$ cat config.mk
export PLATFORM = sky130hd
export DESIGN_NAME = csa_tree_mult
export DESIGN_NICKNAME = d
export VERILOG_FILES = /design/src/rtl/csa_mult_pkg.sv /design/src/rtl/csa_fa.sv /design/src/rtl/csa_3to2.sv /design/src/rtl/csa_6to3.sv /design/src/rtl/csa_cla.sv /design/src/rtl/csa_tree_mult.sv
export SDC_FILE = /design/constraint.sdc
export NUM_CORES = 1
export LEC_CHECK = 0
export ABC_AREA = 1
export BUFFER_PORTS_ARGS = -buffer_cell sky130_fd_sc_hd__buf_2
export CORE_MARGIN = 8
export CORE_UTILIZATION = 59
export DETAILED_ROUTE_END_ITERATION = 12
export PLACE_DENSITY_LB_ADDON = 0.1
export SLEW_MARGIN = 30
export SYNTH_ARGS = -nofsm -noshare
export SYNTH_HDL_FRONTEND = slang
export SYNTH_SLANG_ARGS = --single-unit
$ cat constraint.sdc
create_clock -name vclk -period 8.9
set_input_delay 1.78 -clock vclk [all_inputs]
set_output_delay 1.78 -clock vclk [all_outputs]
set_load 0.02 [all_outputs]
$ cat src/rtl/csa_mult_pkg.sv
package csa_mult_pkg;

  // Rows left after one reduction layer that starts with n rows.
  function automatic int csa_next(input int n);
    int g6;
    int r;
    g6 = n / 6;
    r  = n % 6;
    if (r >= 3) return 3 * g6 + 2 + (r - 3);
    return 3 * g6 + r;
  endfunction

  // Rows present at the input of layer lvl.
  function automatic int csa_count(input int n, input int lvl);
    int c;
    c = n;
    for (int i = 0; i < lvl; i++) c = csa_next(c);
    return c;
  endfunction

  // Layers needed to bring n rows down to two.
  function automatic int csa_levels(input int n);
    int c;
    int k;
    c = n;
    k = 0;
    while (c > 2) begin
      c = csa_next(c);
      k++;
    end
    return k;
  endfunction

endpackage

$ cat src/rtl/csa_fa.sv
module csa_fa (
  input  logic x,
  input  logic y,
  input  logic z,
  output logic s,
  output logic c
);
  assign s = x ^ y ^ z;
  assign c = (x & y) | (x & z) | (y & z);
endmodule

$ cat src/rtl/csa_3to2.sv
module csa_3to2 #(
  parameter int W = 32
) (
  input  logic [2:0][W-1:0] x,
  output logic [W-1:0]      s,
  output logic [W-1:0]      c
);
  logic [W-1:0] cy;

  for (genvar i = 0; i < W; i++) begin : g_col
    csa_fa u_fa (.x(x[0][i]), .y(x[1][i]), .z(x[2][i]), .s(s[i]), .c(cy[i]));
  end

  assign c = {cy[W-2:0], 1'b0};
endmodule

$ cat src/rtl/csa_6to3.sv
module csa_6to3 #(
  parameter int W = 32
) (
  input  logic [5:0][W-1:0] x,
  output logic [W-1:0]      o0,
  output logic [W-1:0]      o1,
  output logic [W-1:0]      o2
);
  logic [W-1:0] sa, ca, sb, cb, w1, w2;

  // Each column: count of six equal-weight bits, returned as a 3-bit number.
  for (genvar i = 0; i < W; i++) begin : g_col
    csa_fa u_lo (.x(x[0][i]), .y(x[1][i]), .z(x[2][i]), .s(sa[i]), .c(ca[i]));
    csa_fa u_hi (.x(x[3][i]), .y(x[4][i]), .z(x[5][i]), .s(sb[i]), .c(cb[i]));
    csa_fa u_mid (.x(ca[i]), .y(cb[i]), .z(sa[i] & sb[i]), .s(w1[i]), .c(w2[i]));
    assign o0[i] = sa[i] ^ sb[i];
  end

  assign o1 = {w1[W-2:0], 1'b0};
  assign o2 = {w2[W-3:0], 2'b00};
endmodule

$ cat src/rtl/csa_cla.sv
module csa_cla #(
  parameter int W = 32
) (
  input  logic [W-1:0] x,
  input  logic [W-1:0] y,
  output logic [W-1:0] s
);
  localparam int LG = $clog2(W);

  logic [LG:0][W-1:0] gk;
  logic [LG:0][W-1:0] pk;

  assign gk[0] = x & y;
  assign pk[0] = x ^ y;

  for (genvar k = 0; k < LG; k++) begin : g_lvl
    localparam int D = 1 << k;
    for (genvar i = 0; i < W; i++) begin : g_bit
      if (i >= D) begin : g_mix
        assign gk[k+1][i] = gk[k][i] | (pk[k][i] & gk[k][i-D]);
        assign pk[k+1][i] = pk[k][i] & pk[k][i-D];
      end else begin : g_pass
        assign gk[k+1][i] = gk[k][i];
        assign pk[k+1][i] = pk[k][i];
      end
    end
  end

  assign s = pk[0] ^ {gk[LG][W-2:0], 1'b0};
endmodule

$ cat src/rtl/csa_tree_mult.sv
module csa_tree_mult
  import csa_mult_pkg::*;
#(
  parameter int N = 16
) (
  input  logic [N-1:0]   a,
  input  logic [N-1:0]   b,
  output logic [2*N-1:0] p
);
  localparam int W    = 2 * N;
  localparam int LVLS = csa_levels(N);

  logic [LVLS:0][N-1:0][W-1:0] lv;
  logic [W-1:0] fin_s;
  logic [W-1:0] fin_c;

  // Partial-product rows.
  for (genvar i = 0; i < N; i++) begin : g_pp
    assign lv[0][i] = b[i] ? (W'(a) << i) : '0;
  end

  // Reduction layers.
  for (genvar l = 0; l < LVLS; l++) begin : g_layer
    localparam int CI = csa_count(N, l);
    localparam int CO = csa_next(CI);
    localparam int G6 = CI / 6;
    localparam int R  = CI % 6;

    for (genvar g = 0; g < G6; g++) begin : g_six
      csa_6to3 #(.W(W)) u_c6 (
        .x (lv[l][6*g+5 -: 6]),
        .o0(lv[l+1][3*g]),
        .o1(lv[l+1][3*g+1]),
        .o2(lv[l+1][3*g+2])
      );
    end

    if (R >= 3) begin : g_rem3
      csa_3to2 #(.W(W)) u_c3 (
        .x(lv[l][6*G6+2 -: 3]),
        .s(lv[l+1][3*G6]),
        .c(lv[l+1][3*G6+1])
      );
      for (genvar j = 0; j < R - 3; j++) begin : g_fwd
        assign lv[l+1][3*G6+2+j] = lv[l][6*G6+3+j];
      end
    end else begin : g_remp
      for (genvar j = 0; j < R; j++) begin : g_fwd
        assign lv[l+1][3*G6+j] = lv[l][6*G6+j];
      end
    end

    for (genvar j = CO; j < N; j++) begin : g_zero
      assign lv[l+1][j] = '0;
    end
  end

  assign fin_s = lv[LVLS][0];
  assign fin_c = lv[LVLS][1];

  csa_cla #(.W(W)) u_add (.x(fin_s), .y(fin_c), .s(p));
endmodule

==> summary.txt <==
FF+latch count: 0
pin count of the biggest net entering global routing: 17
port bufs: 64
Seq. cell area: 0 um^2
vias in the first global route: 8985
crit path max fanout: 7
mux contribution to synthesized area: 0
Mapped Nets: 1782
GRT Total Usage: 0.2415
Finished Cell Area: 0.01275 mm^2
hold_sp: a[0]
Simple-Gate Fraction of Synth Area: 0.1871
max frequency: 107.9 MHz
Core Region: 0.01652 mm^2
DP HPWL: 21140 um
Worst setup EP type: output port
final setup fails: 19
vias: 8531
die area: 0.02129 mm^2
failing checks: setup timing
drt initial violations: 543
Max Slew Vio Count: 0
status: complete, but fails checks
share of cells above drive strength 1: 0.2989
Hold Vio Cnt, Final: 0
Critical Path Source: b[6]
clk_buf instances: 0
DRC errors left: 0
Die Ht: 145.9 um
CP max stage cell: fa_1
initial antenna violation count: 0
critical path launch point type: input port
combinational family with the most area after synthesis: adder cells
Core Rows: 47
Ys Warns: 0
die width: 145.9 um
worst path required time: 7.12 ns
Area Overhead vs Synth: 28.03%
vias per inst: 4.850
hold path cells: 5
number of diodes: 0
area share of fa/ha/maj cells after synthesis: 0.5600
WHS Endpoint: p[0]
Crit Path Class: in2out
Top-Level Pins: 64
RePlAce Congestion: 0.9281
drt first pass iters: 5
first-pass GRT wire length: 42840 um
nets@finish: 1898
Synth Area in Compound Gates: 0.01307
Hold WC Path Type: in2out
Critical Path Max Stage Delay: 0.55 ns
worst setup margin: -0.3720 ns
placed cell areas: 0.01128 mm^2
sequential area share after synthesis: 0
final worst path period share: 1.042
mapped cell area: 0.009956 mm^2
Total Routed Length: 26330 um
synthesized area per cell: 6.987 um^2
Yosys cell types: 23
WL per Instance: 14.97 um
initial core utilization: 0.6025
Post-DRT Antenna Nets: 0
worst-margin pin slew: 0.3511 ns
RSZ-0062 raised after global routing: true
Slew HR: 0.7634
grt total ovfl: 0
Worst Path Arrival: 7.49 ns
Post-CTS Hold Buffers: 0
Most common cell on crit path: fa_1
fin crit period: 9.272 ns
XOR/XNOR Fraction of Synth Area: 0.01320
Syn Inst Count: 1425
max cap viols: 0
[critical path: cells and delay by family]
family / cells / cell delay [ns]
fa+ha+maj: 10 / 3.90
simple gates: 7 / 0.78
buf+inv: 11 / 0.86
compound gates: 1 / 0.18
[final cells by class]
class / count / area [um^2]
multi-input cells: 830 / 8753
fillers: 1181 / 3779
inverters: 525 / 1986
repair buffers: 184 / 1732
well taps: 220 / 275.3
[synth_stat cells]
library cell    n  share of area
nand3b_1        1        0.00075
o21bai_1        2         0.0015
xor2_1         11         0.0097
clkbuf_1       64          0.024
or2_1           2         0.0013
inv_2           3         0.0011
nor3_1          1        0.00050
nand2_2         4         0.0025
o21ai_0         4         0.0020
nand3_2         1         0.0010
nand3_1        19         0.0096
inv_1         522           0.20
nor2_1         20         0.0075
buf_4           6         0.0045
nor2_2          6         0.0038
nand4_1         9         0.0057
ha_1          124           0.16
fa_1          201           0.40
xnor2_1         4         0.0035
nand2_1       396           0.15
and2_1          2         0.0013
a21oi_1        19         0.0096
nor3_2          4         0.0040
[stage by stage]
step | utilization | std cells | hold slack (ns) | setup TNS [ns] | setup WS (ns)
floorplan | - | 1425 | 3.884 | -0.06200 | -0.02149
global placement | 0.6824 | 1732 | 4.124 | -8.460 | -0.5648
detailed placement | 0.6824 | 1732 | 4.122 | -8.363 | -0.5249
CTS | 0.7295 | 1745 | 4.096 | -3.465 | -0.2977
global route | 0.7713 | 1759 | 4.152 | -8.126 | -0.5581
finish | 0.7713 | 1759 | 4.123 | -4.123 | -0.3720
[kinds of logic after synthesis]
family,count (synthesis)
buffers and inverters,595
xor gates and xnor gates,15
and+or+nand+nor,465
adders and majority gates,325
AOI/OAI and AO/OA,25
[how the worst max path moves through the flow]
stage / to / slack, ns / cells after the start
2_1_floorplan: p[21] / -0.02 / 27
3_3_place_gp: p[30] / -0.56 / 29
3_5_place_dp: p[30] / -0.52 / 29
4_1_cts: p[22] / -0.30 / 30
5_1_grt: p[25] / -0.56 / 29
6_report: p[25] / -0.37 / 29
[routing by layer]
metal / vias up / track usage / routed length (um)
li1: 4117 / - / -
met1: 4125 / 0.3315 / 11540
met2: 247 / 0.4179 / 12840
met3: 42 / 0.01866 / 1416
met4: 0 / 0.03175 / 527
met5: - / 0 / 0
[cell usage in the layout (no fill, tap or decap), types with 10 or more instances in the layout]
cell type and n:
ha_1 78, buf_6 44, ha_4 25, buf_12 11, inv_2 70, ha_2 21
nand2_2 72, nand3_1 12, nand2_1 303, buf_2 20, fa_2 10, nor2_1 11
nand2_4 23, buf_4 98, fa_1 191, inv_1 449
[what timing repair did]
action | CTS | global route
buffers inserted | 13 | 14
setup endpoints to repair | 21 | 22
gates resized for setup | 228 | 163
pin swaps | 85 | 69
cloned | 1 | 1
hold endpoints to repair | 0 | 0
Power is left out: the tool's default activity adds up to more than one toggle a clock period on the data nets, which glitch-free logic cannot reach.
